### src/rtl/irq_vec_pkg.sv
package irq_vec_pkg;
  parameter int unsigned IRQ_LINES = 8;
  parameter int unsigned IDX_W = $clog2(IRQ_LINES);

  typedef enum logic [1:0] {
    CFG_MASK = 2'd0,
    CFG_MODE = 2'd1,
    CFG_BASE = 2'd2,
    CFG_EOI  = 2'd3
  } cfgSel_e;

  typedef struct packed {
    logic                 grant;
    logic [IRQ_LINES-1:0] grantOh;
    logic [IDX_W-1:0]     grantIdx;
    logic                 eoi;
    logic [IRQ_LINES-1:0] eoiOh;
    logic                 wrMask;
    logic                 wrMode;
    logic                 wrBase;
  } ctrlStrobe_t;
endpackage

### src/rtl/irq_vec_prio.sv
module irq_vec_prio #(
  parameter int unsigned N = 8,
  localparam int unsigned IW = $clog2(N)
) (
  input  logic [N-1:0]  vec,
  output logic          found,
  output logic [IW-1:0] idx,
  output logic [N-1:0]  oh
);
  // lowest set bit wins
  always_comb begin
    found = |vec;
    oh    = vec & (~vec + N'(1));
    idx   = '0;
    for (int i = N - 1; i >= 0; i--) begin
      if (vec[i]) idx = IW'(i);
    end
  end
endmodule

### src/rtl/irq_vec_control.sv
module irq_vec_control
  import irq_vec_pkg::*;
(
  input  logic                 clk,
  input  logic                 rstN,
  input  logic [IRQ_LINES-1:0] effPend,
  input  logic [IRQ_LINES-1:0] inService,
  input  logic                 intAck,
  input  logic                 cfgWrEn,
  input  logic [1:0]           cfgSel,
  output logic                 intReq,
  output ctrlStrobe_t          st
);
  logic                 candFound, isrFound;
  logic [IDX_W-1:0]     candIdx, isrIdx;
  logic [IRQ_LINES-1:0] candOh, isrOh;
  logic                 outrank;
  cfgSel_e              selE;

  irq_vec_prio #(.N(IRQ_LINES)) uCand (
    .vec(effPend), .found(candFound), .idx(candIdx), .oh(candOh)
  );
  irq_vec_prio #(.N(IRQ_LINES)) uIsr (
    .vec(inService), .found(isrFound), .idx(isrIdx), .oh(isrOh)
  );

  assign selE    = cfgSel_e'(cfgSel);
  assign outrank = candFound && (!isrFound || (candIdx < isrIdx));
  assign intReq  = outrank;

  always_comb begin
    st          = '0;
    st.grant    = intAck && outrank;
    st.grantOh  = st.grant ? candOh : '0;
    st.grantIdx = candIdx;
    st.eoi      = cfgWrEn && (selE == CFG_EOI);
    st.eoiOh    = st.eoi ? isrOh : '0;
    st.wrMask   = cfgWrEn && (selE == CFG_MASK);
    st.wrMode   = cfgWrEn && (selE == CFG_MODE);
    st.wrBase   = cfgWrEn && (selE == CFG_BASE);
  end

  // at most one line granted, and no lower-numbered line left pending
  p_grant_onehot_r6: assert property (@(posedge clk) disable iff (!rstN)
    $onehot0(st.grantOh));
  p_grant_lowest_r6: assert property (@(posedge clk) disable iff (!rstN)
    st.grant |-> ((effPend & (st.grantOh - IRQ_LINES'(1))) == '0));
  // a granted line is never already in service
  p_grant_not_isr_r8: assert property (@(posedge clk) disable iff (!rstN)
    st.grant |-> ((st.grantOh & inService) == '0));
endmodule

### src/rtl/irq_vec_datapath.sv
module irq_vec_datapath
  import irq_vec_pkg::*;
#(
  parameter int unsigned VEC_W     = 8,
  parameter int unsigned RSV_LIMIT = 32
) (
  input  logic                 clk,
  input  logic                 rstN,
  input  logic [IRQ_LINES-1:0] devReq,
  input  logic [VEC_W-1:0]     cfgData,
  input  ctrlStrobe_t          st,
  output logic [IRQ_LINES-1:0] effPend,
  output logic [IRQ_LINES-1:0] inService,
  output logic [VEC_W-1:0]     vecOut,
  output logic                 vecValid
);
  localparam logic [VEC_W-1:0] FLOOR = VEC_W'(RSV_LIMIT);
  localparam logic [VEC_W-1:0] BASE_RST = {FLOOR[VEC_W-1:IDX_W], {IDX_W{1'b0}}};

  logic [IRQ_LINES-1:0] reqQ, reqPrev, rise, edgePend, maskQ, modeQ, isr;
  logic [VEC_W-1:0]     baseQ;

  assign rise      = reqQ & ~reqPrev;
  assign inService = isr;

  always_ff @(posedge clk or negedge rstN) begin
    if (!rstN) begin
      reqQ    <= '0;
      reqPrev <= '0;
    end else begin
      reqQ    <= devReq;
      reqPrev <= reqQ;
    end
  end

  for (genvar g = 0; g < IRQ_LINES; g++) begin : gLine
    assign effPend[g] = (modeQ[g] ? reqQ[g] : edgePend[g]) & ~maskQ[g];

    always_ff @(posedge clk or negedge rstN) begin
      if (!rstN) edgePend[g] <= 1'b0;
      else if (modeQ[g]) edgePend[g] <= 1'b0;
      else if (rise[g]) edgePend[g] <= 1'b1;
      else if (st.grantOh[g]) edgePend[g] <= 1'b0;
    end
  end

  always_ff @(posedge clk or negedge rstN) begin
    if (!rstN) begin
      maskQ    <= '1;
      modeQ    <= '0;
      baseQ    <= BASE_RST;
      isr      <= '0;
      vecOut   <= '0;
      vecValid <= 1'b0;
    end else begin
      if (st.wrMask) maskQ <= cfgData[IRQ_LINES-1:0];
      if (st.wrMode) modeQ <= cfgData[IRQ_LINES-1:0];
      if (st.wrBase && (cfgData >= FLOOR))
        baseQ <= {cfgData[VEC_W-1:IDX_W], {IDX_W{1'b0}}};
      isr      <= (isr & ~st.eoiOh) | st.grantOh;
      vecValid <= st.grant;
      if (st.grant) vecOut <= baseQ + VEC_W'(st.grantIdx);
    end
  end

  // every delivered vector sits at or above the reserved range
  p_vec_floor_r10: assert property (@(posedge clk) disable iff (!rstN)
    vecValid |-> (vecOut >= FLOOR));
  // the granted line is in service on the next cycle
  p_isr_set_r7: assert property (@(posedge clk) disable iff (!rstN)
    st.grant |=> ((isr & $past(st.grantOh)) != '0));
  // a masked line is never granted
  p_mask_hold_r5: assert property (@(posedge clk) disable iff (!rstN)
    st.grant |-> ((st.grantOh & maskQ) == '0));
  // end-of-interrupt retires exactly one in-service bit
  p_eoi_one_r9: assert property (@(posedge clk) disable iff (!rstN)
    (st.eoi && !st.grant && (isr != '0)) |=>
      ($countones(isr) + 1 == $countones($past(isr))));
  // no vector pulse without a grant
  p_no_spurious_r11: assert property (@(posedge clk) disable iff (!rstN)
    !st.grant |=> !vecValid);
endmodule

### src/rtl/irq_vec_ctrl.sv
module irq_vec_ctrl
  import irq_vec_pkg::*;
#(
  parameter int unsigned VEC_W     = 8,
  parameter int unsigned RSV_LIMIT = 32
) (
  input  logic                 clk,
  input  logic                 rstN,
  input  logic [IRQ_LINES-1:0] devReq,
  input  logic                 cfgWrEn,
  input  logic [1:0]           cfgSel,
  input  logic [VEC_W-1:0]     cfgData,
  input  logic                 intAck,
  output logic                 intReq,
  output logic [VEC_W-1:0]     vecOut,
  output logic                 vecValid
);
  ctrlStrobe_t          st;
  logic [IRQ_LINES-1:0] effPend, inService;

  irq_vec_control uCtrl (
    .clk(clk), .rstN(rstN), .effPend(effPend), .inService(inService),
    .intAck(intAck), .cfgWrEn(cfgWrEn), .cfgSel(cfgSel),
    .intReq(intReq), .st(st)
  );

  irq_vec_datapath #(.VEC_W(VEC_W), .RSV_LIMIT(RSV_LIMIT)) uData (
    .clk(clk), .rstN(rstN), .devReq(devReq), .cfgData(cfgData), .st(st),
    .effPend(effPend), .inService(inService), .vecOut(vecOut),
    .vecValid(vecValid)
  );
endmodule

### config.mk
export PLATFORM = sky130hd
export DESIGN_NAME = irq_vec_ctrl
export DESIGN_NICKNAME = d
export VERILOG_FILES = /design/src/rtl/irq_vec_pkg.sv /design/src/rtl/irq_vec_prio.sv /design/src/rtl/irq_vec_control.sv /design/src/rtl/irq_vec_datapath.sv /design/src/rtl/irq_vec_ctrl.sv
export SDC_FILE = /design/constraint.sdc
export NUM_CORES = 1
export LEC_CHECK = 0
export ABC_AREA = 1
export BUFFER_PORTS_ARGS = -buffer_cell sky130_fd_sc_hd__buf_2
export CAP_MARGIN = 10
export CORE_AREA = 3 3 72 74
export CTS_BUF_LIST = sky130_fd_sc_hd__clkbuf_8
export CTS_CLUSTER_DIAMETER = 200
export DETAILED_ROUTE_END_ITERATION = 10
export DIE_AREA = 0 0 75 77
export HOLD_SLACK_MARGIN = 0.1
export PLACE_DENSITY = 0.79
export SYNTH_ARGS = -nofsm -noshare
export SYNTH_HDL_FRONTEND = slang
export SYNTH_SLANG_ARGS = --single-unit
### constraint.sdc
create_clock -name clk -period 2.9 [get_ports clk]
set_input_delay 0.58 -clock clk [delete_from_list [all_inputs] [get_ports clk]]
set_output_delay 0.58 -clock clk [all_outputs]
set_load 0.05 [all_outputs]
==> summary.txt, run 1 <==
outcome: finished clean
placed cell areas: 2940 um2
diodes inserted: 0
Post-synth EDFFs: 0
most frequent cells after synthesis: 103 x nand2_1, 53 x dfrtp_1, 48 x inv_1, 28 x o21ai_0, 16 x nor2_1
number of nets with antenna violations after routing: 0
Worst R2R Setup Slack: 540 ps
Syn Std Cell Area: 2720 um2
worst-case clock buffer depth: 2
share of cells above drive strength 1: 29.9%
CTS Root Cell: clkbuf_8
DIE WIDTH: 75 um
Hold Path Class: in2async
post-synth top area cell: dfrtp_1
met2 Usage GRT: 32.1%
Max Clk Rate: 352 MHz
Core Util, Final: 71.2%
WL final: 5550 um
mean post-synth cell area: 8.71 um2
Post-Synth Adder-Cell Area: 0.920%
CP max FO: 4
final setup margin: 57.7 ps
post-synth cell types: 26
most common cell in the netlist: nand2_1
Primary FF master, synth: dfrtp_1
RSZ-0062 raised after global routing: yes
Worst Tran Pin Value: 740 ps
largest family of logic cells by synthesized area: simple AND/OR/NAND/NOR gates
syn_nets: 336
met3 Resource Use GR: 5.11%
Post-Layout Inst Area: 3320 um2
CTS Buf Count: 9
drt drc: 0
minimum clock period: 2840 ps
Post-synth ARST share: 100%
first-pass detailed-route iteration total: 4
most utilized layer in the global route result: met2
cell count after synthesis: 312
max-cap viol count: 0
PortBufs: 31
mux share of post-synthesis cell area: 0%
data arrival time of the worst path: 2260 ps
H-tree depth: 3
top-area cell type share of the netlist area: 48.8%
clock latency on the worst-skew pair: 330 ps
global route total overflow: 0
CP Class: reg2out
Seq/Total Area, Yosys: 57.5%
hpwl dp: 3760 um
drt wl/cell: 13.2 um
initial antenna violation count: 0
M1 GR Usage: 26.9%
Die H: 77 um
RD Place Congestion: 0.810
Post-Synth Simple-Gate Area: 24.6%
final setup vio count: 0
TritonCTS clock tree: yes
Final nets: 387
pwr/cell area: 999 nW/um2
vias in the first global route: 2041
Final period util: 98.0%
GRT Total Usage: 20.7%
FF+latch count, synth: 62
hold_buf cts: 0
slew margin rel.: 50.7%
routed vias: 2189
Area Overhead vs Synth: 22.0%
largest net degree at the start of global routing: 34
CP endpoint kind: output pin
Hold Vio Cnt, Final: 0
clk sink count: 62
top cells by area, synth: dfrtp_1 49%, nand2_1 14%, dfstp_2 8.7%
DRT iter0 DRCs: 170
io pins: 32
fill cell count: 337
Leak: 1.77 nW
Starting Density: 58.3%
Max IR drop VDD: 0.612 mV
total power: 3.31 mW
Compound-Gate Fraction of Synth Area: 8.88%
Clock transition at path regs: 60 ps
vias per inst: 5.19
Ys Warns: 0
CP Launch Type: register
dpl ws: 178 ps
Setup Skew: 7.69 ps
first-pass GRT wire length: 9070 um
FP Rows: 25
WP data required: 2320 ps
Synth Area in XOR/XNOR: 0%
Die ar.: 5780 um2
Final Max Tran Viols: 0
core area: 4660 um2
-- state kept, by name (all words and copies together) (netlist names) --
register         count
uData.reqPrev        8
uData.vecOut         8
uData.maskQ          8
uData.reqQ           8
uData.modeQ          8
uData.inService      8
uData.vecValid       1
uData.edgePend       8
uData.baseQ          5
-- through the flow --
| step | hold slack (ps) | TNS (ps) | instances |
|---|---|---|---|
| after floorplan | 284 | 0 | 312 |
| after detailed placement | 383 | 0 | 396 |
| after global placement | 379 | 0 | 396 |
| after CTS | 331 | 0 | 414 |
| final | 317 | 0 | 422 |
| after global routing | 336 | -133 | 422 |
-- layer usage --
metal,up-vias,share of wire [%]
met5,-,0
met4,0,1.4
met3,9,3.6
met2,47,51
met1,1046,44
li1,1087,-
-- power by group --
group	internal (mW)	switching [mW]
Combinational	0.500	0.942
Clock	0.370	0.303
Sequential	1.08	0.123
Total	1.95	1.37
-- layout make-up --
cell class | count | area [um2] | share of cell area, %
Timing Repair Buffer | 44 | 279 | 8.41
Sequential cell | 62 | 1560 | 47.1
Clock inverter | 4 | 16.3 | 0.490
Inverter | 50 | 188 | 5.66
Tap cell | 54 | 67.6 | 2.04
Clock buffer | 12 | 165 | 4.98
Multi-Input combinational cell | 196 | 1040 | 31.3
-- cell families after synthesis --
kind of cell / Yosys count
AOI/OAI and AO/OA: 42
adders and majority gates: 2
and+or+nand+nor: 152
DFF: 62
buffers and inverters: 54
-- timing repair --
item	CTS	global route
gates cloned	0	0
endpoints found under the setup margin	1	1
gates resized for setup	13	24
pin swaps	4	10
buffers inserted	2	8
-- critical path, stage by stage, from the launching register on --
cell     delay, ps
dfrtp_1        400
nor2_2         140
inv_1           60
a21o_4         220
nand2_4         90
nor2_4          50
inv_2           70
nor2_2          40
ha_1           320
a21oi_2        150
nand2_2         80
nand2_4         60
nand2_2         50
inv_2           60
buf_8          130
-- final timing paths --
check	from	to	depth (start not counted)
max	uData.modeQ[0]$_DFFE_PN0P_	intReq	14
min	rstN	uData.edgePend[2]$_DFFE_PN0P_	1
max reg2reg	uData.modeQ[0]$_DFFE_PN0P_	uData.vecOut[7]$_DFFE_PN0P_	16
min reg2reg	uData.reqQ[3]$_DFF_PN0_	uData.reqPrev[3]$_DFF_PN0_	0
max in group asynchronous	rstN	uData.maskQ[3]$_DFFE_PN1P_	2
min in group clk	devReq[7]	uData.reqQ[7]$_DFF_PN0_	1
-- cell usage in the layout, fill, tap and decap left out, types with 2 or more instances in the layout --
| cell type | n |
|---|---|
| buf_2 | 30 |
| inv_2 | 9 |
| nor3_1 | 3 |
| nand2_4 | 3 |
| nor2_2 | 4 |
| buf_4 | 11 |
| nand3b_1 | 6 |
| nand4_1 | 8 |
| nand2_2 | 12 |
| dfstp_2 | 9 |
| nand3_1 | 6 |
| clkbuf_8 | 12 |
| o21ai_2 | 3 |
| nor2_1 | 13 |
| inv_1 | 44 |
| nand2_1 | 92 |
| dfrtp_1 | 53 |
| a21oi_2 | 3 |
| a21oi_1 | 2 |
| o21ai_0 | 28 |
| or3b_2 | 2 |
No activity file was read; power rests on OpenSTA's default activity.
==> run 2, diff against run 1 <==
Settings changed: BUFFER_PORTS_ARGS -buffer_cell sky130_fd_sc_hd__buf_2 to -buffer_cell sky130_fd_sc_hd__clkbuf_2, CAP_MARGIN 10 to 30.
==> summary.txt, run 2 (same netlist as run 1, synthesis figures left out) <==
hold_buf cts: 0
DRT iter0 DRCs: 178
CP max FO: 4
fill cell count: 323
drt wl/cell: 13.7 um
reg2reg end: uData.vecOut[4]$_DFFE_PN0P_
Hold Path Class: in2reg
Hold Vio Cnt, Final: 0
diodes inserted: 0
CTS Root Cell: clkbuf_8
Die H: 77 um
clock latency on the worst-skew pair: 340 ps
FP Rows: 25
minimum clock period: 2820 ps
TritonCTS clock tree: yes
RD Place Congestion: 0.795
first-pass detailed-route iteration total: 4
global route total overflow: 0
Max IR drop VDD: 0.574 mV
CP Launch Type: register
largest net degree at the start of global routing: 63
outcome: finished clean
WL final: 5830 um
placed cell areas: 2930 um2
WP data required: 2320 ps
number of nets with antenna violations after routing: 0
commonest non-fill, non-tap cells in the layout: 94 x nand2_1, 53 x dfrtp_1, 43 x inv_1, 30 x clkbuf_2, 28 x o21ai_0
slew margin rel.: 49.7%
Max Clk Rate: 355 MHz
hold slack: 346 ps
final setup vio count: 0
PortBufs: 31
Final nets: 390
Post-Layout Cell Count: 425
r2r startpoint: uData.modeQ[3]$_DFFE_PN0P_
final setup margin: 82.1 ps
routed vias: 2246
Die ar.: 5780 um2
GRT Total Usage: 22.3%
Reg2Reg Depth: 17
vias in the first global route: 2156
CP Class: reg2out
Core Util, Final: 72.1%
Worst R2R Setup Slack: 450 ps
data arrival time of the worst path: 2240 ps
max-cap viol count: 0
initial antenna violation count: 0
vias per inst: 5.28
Leak: 1.78 nW
Setup Skew: 5.83 ps
Final period util: 97.2%
CP endpoint kind: output pin
RSZ-0062 raised after global routing: yes
CTS Buf Count: 9
Starting Density: 58.3%
Post-Layout Inst Area: 3360 um2
Clock transition at path regs: 70 ps
DIE WIDTH: 75 um
Final Max Tran Viols: 0
Area Overhead vs Synth: 23.6%
io pins: 32
share of cells above drive strength 1: 30.2%
drt drc: 0
core area: 4660 um2
Worst Hold Path EP: uData.reqQ[0]$_DFF_PN0_
Worst Tran Pin Value: 754 ps
most common cell after layout, fill and taps aside: nand2_1
first-pass GRT wire length: 9670 um
H-tree depth: 3
dpl ws: 186 ps
hold depth: 1
placed instance count: 396
clk sink count: 62
pwr/cell area: 1050 nW/um2
HP Start: devReq[0]
hpwl dp: 3730 um
worst-case clock buffer depth: 2
==> run 2: cell count changes in the layout (fill, tap and decap cells not counted), sizes merged <==
cell    delta
bufinv     +2
clkinv     +1
buf       -27
clkbuf    +28
inv        -1
==> run 2: worst max path at each step <==
stage                               start  endpoint  slack (ps)  depth (start not counted)
2_1_floorplan  uData.modeQ[0]$_DFFE_PN0P_    intReq         260                         13
3_3_place_gp   uData.modeQ[3]$_DFFE_PN0P_    intReq         200                         14
3_5_place_dp   uData.modeQ[0]$_DFFE_PN0P_    intReq         190                         14
4_1_cts        uData.modeQ[5]$_DFFE_PN0P_    intReq           3                         19
5_1_grt        uData.modeQ[3]$_DFFE_PN0P_    intReq         -90                         16
6_report       uData.modeQ[3]$_DFFE_PN0P_    intReq          80                         14
==> run 2: stage by stage <==
| step | power, mW | setup TNS, ps |
|---|---|---|
| after global routing | 3.78 | -85.4 |
| after floorplan | 2.13 | 0 |
| after CTS | 3.33 | 0 |
| after global placement | 2.38 | 0 |
| after detailed placement | 2.43 | 0 |
| final | 3.54 | 0 |
==> run 2: per-layer routing <==
metal	global-route usage, %	vias up	wire length (um)
met2	34.4	69	2900
met4	11.4	0	161
met3	5.37	16	302
met1	28.9	1076	2470
met5	0	-	0
li1	-	1085	-
==> run 2: power breakdown <==
group	leakage (nW)	switching, mW	internal (mW)	total (mW)
Combinational	0.922	0.985	0.541	1.53
Sequential	0.740	0.125	1.08	1.20
Clock	0.119	0.317	0.498	0.815
==> run 2: final cells by class <==
type | instances | area, um2 | share of cell area, %
clock inverter | 6 | 77.6 | 2.31
timing repair buffer | 47 | 285 | 8.49
inverter | 50 | 188 | 5.58
clock buffer | 10 | 138 | 4.10
sequential | 62 | 1560 | 46.5
tap | 54 | 67.6 | 2.01
multi-input combinational | 196 | 1040 | 31.0
==> run 2: critical path, stage by stage (launching register included) <==
cell and delay [ps]:
dfrtp_1 410, nand2_1 80, inv_2 40, o21bai_4 180, nand2_2 90, nor2_4 170
inv_2 80, nor2_4 100, ha_4 210, a21oi_2 140, nand2_2 80, nand2_4 60
nand2_2 50, inv_2 70, buf_8 140
==> run 2: what timing repair did <==
item                                    CTS  global route
gates resized for setup                  14            20
hold endpoints to repair                  0             0
buffers inserted                          3            10
pin swaps                                 5            15
endpoints found under the setup margin    1             1
